**src/rtl/iopm_pkg.sv**
```systemverilog
package iopm_pkg;
  typedef enum logic [1:0] {
    ST_IDLE   = 2'd0,
    ST_READ   = 2'd1,
    ST_DECIDE = 2'd2
  } chk_state_e;

  localparam int unsigned BYTE_SH = 3;  // port bits selecting a bit within a bitmap byte
endpackage

```
**src/rtl/iopm_mask_gen.sv**
```systemverilog
module iopm_mask_gen
  import iopm_pkg::*;
#(
  parameter int unsigned PORT_W = 16,
  parameter int unsigned WORD_W = 16,
  parameter int unsigned SIZE_W = 3,
  parameter int unsigned ADDR_W = 64
) (
  input  logic [PORT_W-1:0] port_i,
  input  logic [SIZE_W-1:0] size_i,
  input  logic [ADDR_W-1:0] base_i,
  output logic [ADDR_W-1:0] addr_o,
  output logic [WORD_W-1:0] window_o
);
  localparam int unsigned CMP_W = $clog2(WORD_W) + 2;

  logic [CMP_W-1:0] lo;
  logic [CMP_W-1:0] hi;

  assign lo     = CMP_W'(port_i[BYTE_SH-1:0]);
  assign hi     = lo + CMP_W'(size_i);
  assign addr_o = base_i + ADDR_W'(port_i >> BYTE_SH);

  // per-bit range compare: bit b covered when lo <= b < lo + size
  for (genvar b = 0; b < WORD_W; b++) begin : g_win
    localparam logic [CMP_W-1:0] IDX = CMP_W'(b);
    assign window_o[b] = (IDX >= lo) && (IDX < hi);
  end
endmodule

```
**src/rtl/iopm_req_ctrl.sv**
```systemverilog
module iopm_req_ctrl
  import iopm_pkg::*;
#(
  parameter int unsigned ADDR_W = 64
) (
  input  logic              clk_i,
  input  logic              rst_ni,
  input  logic              start_i,
  input  logic              enable_i,
  input  logic [ADDR_W-1:0] addr_i,
  input  logic              rvalid_i,
  output logic              mem_req_o,
  output logic [ADDR_W-1:0] mem_addr_o,
  output logic              accept_o,
  output logic              load_o,
  output logic              done_o,
  output logic              busy_o
);
  chk_state_e        state_q, state_d;
  logic [ADDR_W-1:0] addr_q;

  assign accept_o   = (state_q == ST_IDLE) && start_i;
  assign load_o     = (state_q == ST_READ) && rvalid_i;
  assign mem_req_o  = (state_q == ST_READ);
  assign mem_addr_o = addr_q;
  assign done_o     = (state_q == ST_DECIDE);
  assign busy_o     = (state_q != ST_IDLE);

  always_comb begin
    state_d = state_q;
    unique case (state_q)
      ST_IDLE:   if (start_i) state_d = enable_i ? ST_READ : ST_DECIDE;
      ST_READ:   if (rvalid_i) state_d = ST_DECIDE;
      ST_DECIDE: state_d = ST_IDLE;
      default:   state_d = ST_IDLE;
    endcase
  end

  always_ff @(posedge clk_i or negedge rst_ni) begin
    if (!rst_ni) begin
      state_q <= ST_IDLE;
      addr_q  <= '0;
    end else begin
      state_q <= state_d;
      if (accept_o && enable_i) addr_q <= addr_i;
    end
  end

  p_skip_no_req_r2: assert property (@(posedge clk_i) disable iff (!rst_ni)
    (accept_o && !enable_i) |=> (!mem_req_o && done_o));

  p_req_hold_r3: assert property (@(posedge clk_i) disable iff (!rst_ni)
    (mem_req_o && !rvalid_i) |=> (mem_req_o && $stable(mem_addr_o)));

  p_done_single_r8: assert property (@(posedge clk_i) disable iff (!rst_ni)
    done_o |=> !done_o);

  p_busy_ignore_r9: assert property (@(posedge clk_i) disable iff (!rst_ni)
    (busy_o && start_i && !done_o) |=> busy_o);
endmodule

```
**src/rtl/iopm_exit_pack.sv**
```systemverilog
module iopm_exit_pack #(
  parameter int unsigned PORT_W  = 16,
  parameter int unsigned PARAM_W = 32,
  parameter int unsigned WORD_W  = 16,
  parameter int unsigned IP_W    = 64,
  parameter int unsigned LEN_W   = 4,
  parameter int unsigned INFO_W  = 64,
  parameter int unsigned PORT_SH = 16
) (
  input  logic               clk_i,
  input  logic               rst_ni,
  input  logic               accept_i,
  input  logic               enable_i,
  input  logic [PORT_W-1:0]  port_i,
  input  logic [PARAM_W-1:0] param_i,
  input  logic [IP_W-1:0]    ip_i,
  input  logic [LEN_W-1:0]   len_i,
  input  logic [WORD_W-1:0]  window_i,
  input  logic               load_i,
  input  logic [WORD_W-1:0]  rdata_i,
  input  logic               done_i,
  output logic               exit_o,
  output logic [INFO_W-1:0]  info1_o,
  output logic [IP_W-1:0]    info2_o
);
  logic [WORD_W-1:0] window_q;
  logic [WORD_W-1:0] word_q;
  logic [INFO_W-1:0] info1_q;
  logic [IP_W-1:0]   info2_q;
  logic              hit;

  always_ff @(posedge clk_i or negedge rst_ni) begin
    if (!rst_ni) begin
      window_q <= '0;
      word_q   <= '0;
      info1_q  <= '0;
      info2_q  <= '0;
    end else begin
      if (accept_i) begin
        window_q <= enable_i ? window_i : '0;
        word_q   <= '0;
        info1_q  <= INFO_W'(param_i) | (INFO_W'(port_i) << PORT_SH);
        info2_q  <= ip_i + IP_W'(len_i);
      end
      if (load_i) word_q <= rdata_i;
    end
  end

  assign hit     = |(word_q & window_q);
  assign exit_o  = done_i && hit;
  assign info1_o = exit_o ? info1_q : '0;
  assign info2_o = exit_o ? info2_q : '0;

  p_hold_info_r9: assert property (@(posedge clk_i) disable iff (!rst_ni)
    !accept_i |=> ($stable(info1_q) && $stable(info2_q) && $stable(window_q)));

  p_word_only_on_load_r5: assert property (@(posedge clk_i) disable iff (!rst_ni)
    (!accept_i && !load_i) |=> $stable(word_q));
endmodule

```
**src/rtl/iopm_check.sv**
```systemverilog
module iopm_check
  import iopm_pkg::*;
#(
  parameter int unsigned PORT_W   = 16,
  parameter int unsigned PARAM_W  = 32,
  parameter int unsigned IP_W     = 64,
  parameter int unsigned LEN_W    = 4,
  parameter int unsigned ADDR_W   = 64,
  parameter int unsigned WORD_W   = 16,
  parameter int unsigned SIZE_LSB = 4,
  parameter int unsigned SIZE_W   = 3,
  parameter int unsigned INFO_W   = 64
) (
  input  logic               clk_i,
  input  logic               rst_ni,
  input  logic               start_i,
  input  logic               io_icpt_en_i,
  input  logic [PORT_W-1:0]  port_i,
  input  logic [PARAM_W-1:0] param_i,
  input  logic [IP_W-1:0]    ip_i,
  input  logic [LEN_W-1:0]   ilen_i,
  input  logic [ADDR_W-1:0]  bmp_base_i,
  output logic               mem_req_o,
  output logic [ADDR_W-1:0]  mem_addr_o,
  input  logic [WORD_W-1:0]  mem_rdata_i,
  input  logic               mem_rvalid_i,
  output logic               busy_o,
  output logic               done_o,
  output logic               exit_o,
  output logic [INFO_W-1:0]  exit_info1_o,
  output logic [IP_W-1:0]    exit_info2_o
);
  localparam int unsigned PORT_SH = INFO_W / 4;

  logic [SIZE_W-1:0] size;
  logic [ADDR_W-1:0] fetch_addr;
  logic [WORD_W-1:0] window;
  logic              accept;
  logic              load;

  assign size = param_i[SIZE_LSB +: SIZE_W];

  iopm_mask_gen #(
    .PORT_W(PORT_W), .WORD_W(WORD_W), .SIZE_W(SIZE_W), .ADDR_W(ADDR_W)
  ) u_mask (
    .port_i  (port_i),
    .size_i  (size),
    .base_i  (bmp_base_i),
    .addr_o  (fetch_addr),
    .window_o(window)
  );

  iopm_req_ctrl #(.ADDR_W(ADDR_W)) u_ctrl (
    .clk_i     (clk_i),
    .rst_ni    (rst_ni),
    .start_i   (start_i),
    .enable_i  (io_icpt_en_i),
    .addr_i    (fetch_addr),
    .rvalid_i  (mem_rvalid_i),
    .mem_req_o (mem_req_o),
    .mem_addr_o(mem_addr_o),
    .accept_o  (accept),
    .load_o    (load),
    .done_o    (done_o),
    .busy_o    (busy_o)
  );

  iopm_exit_pack #(
    .PORT_W(PORT_W), .PARAM_W(PARAM_W), .WORD_W(WORD_W), .IP_W(IP_W),
    .LEN_W(LEN_W), .INFO_W(INFO_W), .PORT_SH(PORT_SH)
  ) u_pack (
    .clk_i   (clk_i),
    .rst_ni  (rst_ni),
    .accept_i(accept),
    .enable_i(io_icpt_en_i),
    .port_i  (port_i),
    .param_i (param_i),
    .ip_i    (ip_i),
    .len_i   (ilen_i),
    .window_i(window),
    .load_i  (load),
    .rdata_i (mem_rdata_i),
    .done_i  (done_o),
    .exit_o  (exit_o),
    .info1_o (exit_info1_o),
    .info2_o (exit_info2_o)
  );

  p_exit_with_done_r8: assert property (@(posedge clk_i) disable iff (!rst_ni)
    exit_o |-> (done_o && busy_o));

  p_size0_no_exit_r4: assert property (@(posedge clk_i) disable iff (!rst_ni)
    (!busy_o && start_i && (size == '0)) |=> ##1 !exit_o);
endmodule

```
**config.mk**
```make
export PLATFORM = sky130hd
export DESIGN_NAME = iopm_check
export DESIGN_NICKNAME = d
export VERILOG_FILES = /design/src/rtl/iopm_pkg.sv /design/src/rtl/iopm_mask_gen.sv /design/src/rtl/iopm_req_ctrl.sv /design/src/rtl/iopm_exit_pack.sv /design/src/rtl/iopm_check.sv
export SDC_FILE = /design/constraint.sdc
export NUM_CORES = 1
export LEC_CHECK = 0
export ABC_CLOCK_PERIOD_IN_PS = 5700
export BUFFER_PORTS_ARGS = -buffer_cell sky130_fd_sc_hd__buf_2
export CAP_MARGIN = 40
export CORE_MARGIN = 8
export CORE_UTILIZATION = 45
export DETAILED_ROUTE_END_ITERATION = 10
export PLACE_DENSITY = 0.8
export SLEW_MARGIN = 20
export SYNTH_ARGS = -nofsm -noshare
export SYNTH_HDL_FRONTEND = slang
export SYNTH_SLANG_ARGS = --single-unit
```
**constraint.sdc**
```tcl
create_clock -name clk_i -period 5.7 [get_ports clk_i]
set_input_delay 1.14 -clock clk_i [delete_from_list [all_inputs] [get_ports clk_i]]
set_output_delay 1.14 -clock clk_i [all_outputs]
set_load 0.02 [all_outputs]
```
==> flow_summary.toml, run 1 <==
[status]
status = "finished clean"

[detailed_routing]
vias = 10700
drc = 0
ant_nets = 0
met1_length_um = 14600
dr.pass1.iters = 5
drtIter0Drc = 931
wl_met2_um = 17800
vias_per_cell = 5.41
finalWirelength_um = 36200
met3_length_um = 3160
top_layer = "met4"
detail_route.wl_per_cell_um = 18.3

[cells_and_area]
layout.nets = 1860
seqCellArea_um2 = 4800
drive_above_1_share_pct = 26.0
final_area_um2 = 14000
utilization_pct = 56.1
multi_input_area_um2 = 6070
fill_cells = 2310
syn_to_final_growth_pct = 23.8

[global_route]
grtUsageTotal_pct = 23.3
grt_pass1_wl_um = 57900
grt_pass1_vias = 10900
grt_max_degree = 102
antenna_found_initial = 2
gr-total-overflow = 0

[clocking]
cts_buffers = 17
clkSinkCount = 192
hold_buffers = 0
cts_resized = 0
htreeDepth = 4
cts_buffer_depth = 2
cts_tree = "done"
path_clk_slew_ns = 0.09
clock-root-buffer = "clkbuf_16"
post_cts_buffers = 0
insertion_delay_ns = 0.43

[synth]
synth-xor-area-share_pct = 8.98
synth_area_leader_cell = "dfrtp_1"
ys_seq_area_share_pct = 42.5
ys_ff_latch = 192
synth-simple-area-share_pct = 25.8
async_reset_ff_share_pct = 100
synth_compound_area_share_pct = 14.5
muxShareOfSynthArea_pct = 0.199
synth_area_leaders = "dfrtp_1 (42%), nand2_1 (8.5%), and2_1 (6.0%), xor2_1 (4.9%), o21ai_0 (4.7%)"
synth_cell_types = 64
ys_warn_count = 0
syn_avg_cell_area_um2 = 8.65
synth_cells = 1308
yosysTopAreaCellShare_pct = 42.5
synth_area_um2 = 11300
synthFlopType = "dfrtp_1"
synth_adder_area_share_pct = 2.74
synth-edff-count = 0
synth_top_family_by_area = "simple AND/OR/NAND/NOR gates"

[floorplan]
die_y_um = 175
io_pins = 397
die-area_um2 = 30500
initial_core_util_pct = 45.3
coreArea_um2 = 25000
die_w_um = 175
row_count = 58

[worst_setup_path]
worstSetupPathType = "reg2out"
crit_fanout = 63
critPathLaunchType = "flip-flop"
endpoint_kind = "primary output"
critPathArrivalTime_ns = 2.68
required_ns = 4.56
r2r_start = "u_ctrl.state_q[0]$_DFFE_PN0P_"
r2r_slack_ns = 3.40
startpoint = "u_pack.word_q[4]$_DFFE_PN0P_"
rr_endpoint = "u_ctrl.mem_addr_o[9]$_DFFE_PN0P_"
reg2reg_depth = 4
cp-endpoint = "exit_info2_o[32]"

[timing]
worstMarginPinSlew_ns = 0.812
setup_viol = 0
fmax_mhz = 262
rsz0062_at_grt = "false"
finalCritPeriodShare_pct = 67.0
slew_headroom_pct = 45.8
drv_slew = 0
period_needed_ns = 3.82
clock_skew_ns = 0.0159
final.setup.tns_ns = 0
hold_violations = 0

[place]
io_buffers = 363
globalplace.congestion = 0.909
placed_area_um2 = 13300
hpwl_um = 28100

[pwr]
leakage_nw = 6.85
cellPowerDensity_nw_per_um2 = 359
ir_drop_mv = 0.244

[flow_run]
drv_cap = 0

[min_path]
holdCritPathClass = "reg2reg"
## synth_stat cells, types with 3 or more instances
master     instances
ha_1              20
a32o_1             3
inv_1             22
nand3_1           51
nor4_1            19
nand4_1           34
o211ai_1          11
a22o_1            19
xor2_1            63
fa_1               3
a211oi_1           5
nor2_1            32
buf_1              4
a21oi_1           20
a22oi_1            6
nand2b_1           4
or3_1              6
a21o_1            10
and2_1           108
clkbuf_1          62
buf_4             33
a31oi_1            6
and4_1            11
and3_1            24
nor3_1            22
nor2b_1            3
o2111ai_1         13
xnor2_1           53
o21ai_1           46
nand2_1          257
dfrtp_1          192
o21ai_0          106
## state kept, by name, indices dropped and copies added, names as in the netlist
| register | count |
|---|---|
| u_ctrl.mem_addr_o | 64 |
| u_ctrl.state_q | 2 |
| u_pack.info1_q | 32 |
| u_pack.info2_q | 64 |
| u_pack.window_q | 15 |
| u_pack.word_q | 15 |
## through the flow
| stage | hold WS (ns) | power (mW) | std cells | worst slack (ns) |
|---|---|---|---|---|
| 2_1_floorplan | 0.430 | 3.15 | 1339 | 2.50 |
| 3_3_place_gp | 0.444 | 3.75 | 1942 | 1.68 |
| 3_5_place_dp | 0.448 | 3.81 | 1944 | 1.63 |
| 4_1_cts | 0.465 | 5.07 | 1976 | 1.86 |
| 5_1_grt | 0.490 | 5.37 | 1981 | 1.74 |
| 6_report | 0.460 | 5.03 | 1981 | 1.88 |
## routing by layer
layer | vias up | track usage [%]
met2 | 474 | 39.2
met4 | 0 | 6.78
met3 | 39 | 7.03
met1 | 5085 | 28.3
li1 | 5127 | -
met5 | - | 0
## critical path, stage by stage (launching register included)
cell and delay [ns]:
dfrtp_1 0.40, a222oi_1 0.41, nand3_1 0.16, o21a_2 0.43
buf_4 0.38, and2_1 0.27, buf_2 0.17
## how the worst min path moves through the flow
stage / from / end / slack, ns / cells after the start
after floorplan: u_pack.info1_q[16]$_DFFE_PN0P_ / u_pack.info1_q[16]$_DFFE_PN0P_ / 0.43 / 2
after global placement: u_pack.info1_q[17]$_DFFE_PN0P_ / u_pack.info1_q[17]$_DFFE_PN0P_ / 0.44 / 2
after detailed placement: u_pack.info1_q[29]$_DFFE_PN0P_ / u_pack.info1_q[29]$_DFFE_PN0P_ / 0.45 / 2
after CTS: u_pack.info1_q[29]$_DFFE_PN0P_ / u_pack.info1_q[29]$_DFFE_PN0P_ / 0.46 / 2
after global routing: u_pack.info1_q[16]$_DFFE_PN0P_ / u_pack.info1_q[16]$_DFFE_PN0P_ / 0.49 / 2
final: u_pack.info1_q[31]$_DFFE_PN0P_ / u_pack.info1_q[31]$_DFFE_PN0P_ / 0.46 / 2
## layout make-up
cell class | instances | share of cell area, %
Tap cell | 330 | 2.95
Clock inverter | 15 | 1.40
Inverter | 22 | 0.590
Sequential cell | 192 | 34.3
Multi-Input combinational cell | 1024 | 43.4
Timing Repair Buffer | 379 | 14.3
Clock buffer | 17 | 3.04
Antenna cell | 2 | 0.0357
## where the power goes
group	switching (mW)	internal, mW
clock	0.633	0.608
combinational	1.10	0.573
sequential	0.258	1.86
## cell families after synthesis
logic type / after synthesis
buffers and inverters: 123
XOR/XNOR: 116
other: 1
multiplexers: 2
adder cells (fa/ha/maj): 23
flip-flops: 192
AO/OA/AOI/OAI: 265
AND/OR/NAND/NOR: 586
## layout by cell type, fill, tap and decap left out, types with 4 or more instances in the layout
cell type,Yosys,final
buf_2,2,362
nand2_1,257,256
dfrtp_1,192,192
and2_1,108,108
o21ai_0,106,106
xor2_1,63,63
xnor2_1,53,53
nand3_1,51,50
o21ai_1,46,46
nand4_1,34,34
nor2_1,32,32
conb_1,1,32
and3_1,24,24
inv_1,22,22
nor3_1,22,22
a21oi_1,20,20
ha_1,20,20
a22o_1,19,19
nor4_1,19,18
clkbuf_16,0,17
o2111ai_1,13,13
and4_1,11,11
o211ai_1,11,11
buf_4,33,11
a21o_1,10,10
a22oi_1,6,6
or3_1,6,6
a31oi_1,6,6
clkinv_8,0,5
nand2b_1,4,4
a211oi_1,5,4
Power figures use the tool's default switching activity.
==> run 2, diff against run 1 <==
ABC_AREA = 1   (was not set)
ABC_CLOCK_PERIOD_IN_PS = 3090   (was 5700)
PLACE_DENSITY = 0.81   (was 0.8)
clock period = 3.09 ns   (was 5.7 ns; I/O delays follow)
==> run 2 against run 1 <==
- total power rose by 94%
- final cell count rose by 45%
- hold slack got worse by 0.27 ns
- register-to-register slack got worse by 2.3 ns
- critical endpoint is now exit_info2_o[9]
- clock-buffer cell count did not move
==> flow_summary.toml, run 2 <==
[cells_and_area]
syn_to_final_growth_pct = 20.3
fill_cells = 3012
drive_above_1_share_pct = 18.3
layout_commonest_cell = "nand2_1"
final_cell_mix = "nand2_1 (722), buf_2 (362), inv_1 (318), nor2_1 (272), dfrtp_1 (192)"
layout.nets = 2697
final_area_um2 = 16200
utilization_pct = 54.8

[timing]
drv_slew = 0
worstMarginPinSlew_ns = 0.761
finalCritPeriodShare_pct = 95.6
hold_violations = 0
setup_viol = 0
period_needed_ns = 2.95
final.setup.tns_ns = 0
slew_headroom_pct = 49.3
fmax_mhz = 339
clock_skew_ns = 0.0102
rsz0062_at_grt = "false"
fin_hold_ws_ns = 0.190

[synth]
synth_area_um2 = 13500
synth_area_leaders = "dfrtp_1 (36%), nand2_1 (20%), inv_1 (8.9%), nor2_1 (7.6%), nand3_1 (6.2%)"
ys_seq_area_share_pct = 35.7
yosysTopAreaCellShare_pct = 35.7
synth_common_cells = "nand2_1 (724), inv_1 (318), nor2_1 (273), dfrtp_1 (192), nand3_1 (168)"
synthFlopType = "dfrtp_1"
yosysMostFrequentCell = "nand2_1"
synth_cell_types = 46
ys_ff_latch = 192
synth-edff-count = 0
synth_area_leader_cell = "dfrtp_1"
async_reset_ff_share_pct = 100
ys_warn_count = 0
synth_cells = 2129
syn_avg_cell_area_um2 = 6.33

[worst_setup_path]
endpoint_kind = "primary output"
critPathArrivalTime_ns = 2.34
crit_fanout = 59
critPathLaunchType = "flip-flop"
rr_endpoint = "u_ctrl.mem_addr_o[10]$_DFFE_PN0P_"
required_ns = 2.47
r2r_slack_ns = 1.07
r2r_start = "u_ctrl.state_q[1]$_DFFE_PN0P_"
reg2reg_depth = 7
worstSetupPathType = "reg2out"

[detailed_routing]
detail_route.wl_per_cell_um = 18.7
dr.pass1.iters = 7
finalWirelength_um = 53700
drtIter0Drc = 1085
vias = 14800
drc = 0
vias_per_cell = 5.13
ant_nets = 0

[global_route]
gr-total-overflow = 0
grt_max_degree = 113
grtUsageTotal_pct = 29.3
grt_pass1_wl_um = 82400
grt_pass1_vias = 14400
antenna_found_initial = 3

[pwr]
leakage_nw = 9.00
p_total_mw = 9.76
cellPowerDensity_nw_per_um2 = 602
switchingPower_mw = 4.14
clkPwrFrac_pct = 22.5
p_comb_share_pct = 37.2
ir_drop_mv = 0.363
switching_share_pct = 42.4
internal_power_mw = 5.62
power_frac_seq_pct = 40.3

[clocking]
htreeDepth = 4
cts_buffer_depth = 2
cts_tree = "done"
path_clk_slew_ns = 0.08
clock-root-buffer = "clkbuf_16"
cts_buffers = 17
insertion_delay_ns = 0.45
clkSinkCount = 192

[flow_run]
drv_cap = 0

[min_path]
holdCritPathClass = "in2async"

[place]
globalplace.congestion = 0.993
io_buffers = 363
placed_area_um2 = 15600
hpwl_um = 44200

[floorplan]
die_w_um = 189
row_count = 63
die_y_um = 189
coreArea_um2 = 29600
die-area_um2 = 35700
io_pins = 397
initial_core_util_pct = 45.6

[status]
status = "finished clean"
## run 2: cell types whose count changed in the layout (fill, tap and decap cells not counted), sizes merged, moves of 20 or more
cell | before | now
nor3 | 22 | 42
and2 | 109 | 4
and3 | 24 | 1
nand2 | 257 | 733
xnor2 | 53 | 16
inv | 30 | 330
nand3 | 52 | 169
xor2 | 63 | 27
o21ai | 152 | 126
nor2 | 32 | 288
## run 2: critical path, cell delays in order, from the launching register on
cell	delay, ns
dfrtp_1	0.41
nand2_1	0.07
o21ai_0	0.09
a221oi_1	0.30
nand3_2	0.23
nand2_8	0.23
buf_12	0.26
nor2_1	0.08
buf_2	0.17
## run 2: kinds of logic after synthesis
family / after synthesis / synth area share, %
AO/OA/AOI/OAI: 164 / 6.57
XOR/XNOR: 43 / 2.80
adder cells (fa/ha/maj): 23 / 2.30
buffers and inverters: 410 / 12.5
flip-flops: 192 / 35.7
other: 1 / 0.0278
AND/OR/NAND/NOR: 1296 / 40.1
## run 2: power by group through the flow
stage	combinational, mW	sequential, mW	clock, mW
6_report	3.63	3.94	2.19
5_1_grt	4.03	4.03	2.32
4_1_cts	3.58	3.93	2.23
3_5_place_dp	3.57	3.96	0
3_3_place_gp	3.51	3.94	0
2_1_floorplan	1.82	4.26	0
## run 2: metal layers
metal | track usage (%) | up-vias | share of wire (%)
met4 | 9.71 | 0 | 2.9
met5 | 0 | - | 0
met1 | 38.2 | 6848 | 43
met3 | 5.63 | 77 | 7.2
met2 | 48.2 | 624 | 47
li1 | - | 7217 | -
## run 2: cell type report
cell class                 count  area (um2)  area share, %
tap                          390         488           3.01
sequential                   192        4800           29.6
clock inverter                15         146          0.903
timing repair buffer         377        1980           12.2
multi-input combinational   1559        7130           44.0
inverter                     326        1230           7.56
clock buffer                  17         425           2.62
antenna                        2        5.00         0.0309
## run 2: worst max-delay path by stage
| stage | from | to | slack [ns] | cells past startpoint |
|---|---|---|---|---|
| 3_3_place_gp | ip_i[0] | u_pack.info2_q[56]$_DFFE_PN0P_ | 0.37 | 14 |
| 2_1_floorplan | ip_i[0] | u_pack.info2_q[56]$_DFFE_PN0P_ | 0.83 | 13 |
| 5_1_grt | u_pack.word_q[1]$_DFFE_PN0P_ | exit_info2_o[58] | 0.003 | 8 |
| 3_5_place_dp | ip_i[0] | u_pack.info2_q[58]$_DFFE_PN0P_ | 0.34 | 14 |
| 4_1_cts | u_pack.word_q[4]$_DFFE_PN0P_ | exit_info2_o[9] | 0.08 | 8 |
| 6_report | u_pack.word_q[5]$_DFFE_PN0P_ | exit_info2_o[9] | 0.14 | 8 |
## run 2: metrics by stage
step | cells | worst slack (ns)
2_1_floorplan | 2160 | 0.827
3_3_place_gp | 2842 | 0.375
3_5_place_dp | 2842 | 0.344
4_1_cts | 2874 | 0.0789
5_1_grt | 2877 | 0.00297
6_report | 2878 | 0.137
## run 2: repair_timing
action | CTS | global route
hold buffers | 0 | 0
setup buffers | 0 | 1
setup endpoints to repair | 0 | 75
gates resized for setup | 0 | 3
==> run 3, diff against run 2 <==
ABC_CLOCK_PERIOD_IN_PS = 3350   (was 3090)
PLACE_DENSITY = 0.78   (was 0.81)
clock period = 3.35 ns   (was 3.09 ns; I/O delays follow)
==> run 3 against run 2 <==
- global-route usage decreased by 0.56 points
- clock-buffer cell count rose by 2
- core utilization is 0.14 points lower
- combinational power decreased by 9.9%
- register-to-register slack gained 0.22 ns
- highest routed layer is now met5
==> flow_summary.toml, run 3 (synthesis gave the netlist of run 2 again) <==
[status]
status = "finished clean"

[worst_setup_path]
worstSetupPathType = "reg2out"
critPathArrivalTime_ns = 2.47
crit_family = "buffers and inverters"
crit_path_max_incr_delay_ns = 0.44
r2r_start = "u_ctrl.state_q[1]$_DFFE_PN0P_"
r2r_slack_ns = 1.29
path_cells = "inv_1, o21ai_0, a221oi_1, nand3_1, nand2_4, buf_4, nor2_1, buf_2"
rr_endpoint = "u_pack.window_q[2]$_DFFE_PN0P_"
endpoint_kind = "primary output"
crit_path_top_delay_cell = "buf_4"
reg2reg_depth = 7
worstPathBufferInverterCount = 3
required_ns = 2.68
cp_num_cells = 8
startpoint = "u_pack.word_q[6]$_DFFE_PN0P_"
cp-endpoint = "exit_info2_o[47]"
critPathLaunchType = "flip-flop"
crit_fanout = 48

[detailed_routing]
finalWirelength_um = 51700
top_layer = "met5"
drtIter0Drc = 1153
drc = 0
ant_nets = 0
met1_length_um = 21600
met3_length_um = 3830
detail_route.wl_per_cell_um = 18.0
wl_met2_um = 24400
dr.pass1.iters = 5
vias_per_cell = 5.16
vias = 14900

[floorplan]
io_pins = 397
die-area_um2 = 35700
initial_core_util_pct = 45.6
row_count = 63
die_w_um = 189
coreArea_um2 = 29600
die_y_um = 189

[timing]
fin_hold_ws_ns = 0.258
finalCritPeriodShare_pct = 93.6
period_needed_ns = 3.14
rsz0062_at_grt = "false"
worstMarginPinSlew_ns = 0.747
slew_headroom_pct = 50.2
clock_skew_ns = 0.0126
fmax_mhz = 319
hold_violations = 0
final.setup.tns_ns = 0
setup_viol = 0
drv_slew = 0

[clocking]
path_clk_slew_ns = 0.08
cts_buffer_depth = 2
clock-root-buffer = "clkbuf_16"
insertion_delay_ns = 0.44
cts_buffers = 17
cts_resized = 0
hold_buffers = 0
post_cts_buffers = 0
clkSinkCount = 192
cts_tree = "done"
htreeDepth = 4

[flow_run]
drv_cap = 0

[pwr]
cellPowerDensity_nw_per_um2 = 552
p_total_mw = 8.93
ir_drop_mv = 0.305
leakage_nw = 8.98

[global_route]
grt_max_degree = 76
grt_pass1_vias = 14800
grtUsageTotal_pct = 28.7
grt_pass1_wl_um = 81300
gr-total-overflow = 0
antenna_found_initial = 3

[cells_and_area]
final_cell_mix = "nand2_1 (722), buf_2 (362), inv_1 (318), nor2_1 (273), dfrtp_1 (192)"
utilization_pct = 54.7
drive_above_1_share_pct = 18.1
syn_to_final_growth_pct = 20.0
layout.nets = 2696
layout_commonest_cell = "nand2_1"

[min_path]
holdCritPathClass = "in2async"

[place]
globalplace.congestion = 0.985
io_buffers = 363
hpwl_um = 42500
[run 3: routing by layer]
metal	vias up	global-route usage (%)
li1	7211	-
met1	6893	36.1
met2	655	48.0
met3	92	5.33
met4	2	11.6
met5	-	0
[run 3: worst register-to-register path: cells and delay by family (launching register included)]
family	cells	cell delay (ns)
buffers and inverters	1	0.18
and+or+nand+nor	4	1.13
AOI/OAI and AO/OA	2	0.26
DFF	1	0.42
[run 3: where the power goes]
group	internal [mW]	switching, mW	leakage, nW	total [mW]
clock network	1.00	1.03	0.268	2.03
registers	3.17	0.464	2.39	3.64
logic	1.01	2.25	6.33	3.27
total	5.19	3.75	8.98	8.93
[run 3: metrics by stage]
stage,setup WS (ns),cell area (um2),instances
detailed placement,0.528,15600,2843
global route,0.0256,16200,2876
CTS,0.154,16200,2875
global placement,0.545,15600,2843
floorplan,1.03,13600,2160
finish,0.215,16200,2876
[run 3: how the worst min path moves through the flow]
stage / to / slack, ns / cells past startpoint
3_3_place_gp: u_ctrl.mem_addr_o[1]$_DFFE_PN0P_ / 0.45 / 2
4_1_cts: u_pack.info2_q[26]$_DFFE_PN0P_ / 0.27 / 1
2_1_floorplan: u_ctrl.mem_addr_o[0]$_DFFE_PN0P_ / 0.37 / 0
6_report: u_pack.info2_q[30]$_DFFE_PN0P_ / 0.26 / 1
5_1_grt: u_pack.info2_q[26]$_DFFE_PN0P_ / 0.28 / 1
3_5_place_dp: u_ctrl.mem_addr_o[44]$_DFFE_PN0P_ / 0.46 / 2
[run 3: cell type report]
type	count	area, um2
antenna	1	2.50
clock buffer	19	443
clock inverter	13	119
fill	3047	13400
inverter	326	1230
multi-input combinational	1558	7110
sequential	192	4800
tap	390	488
timing repair buffer	377	1980
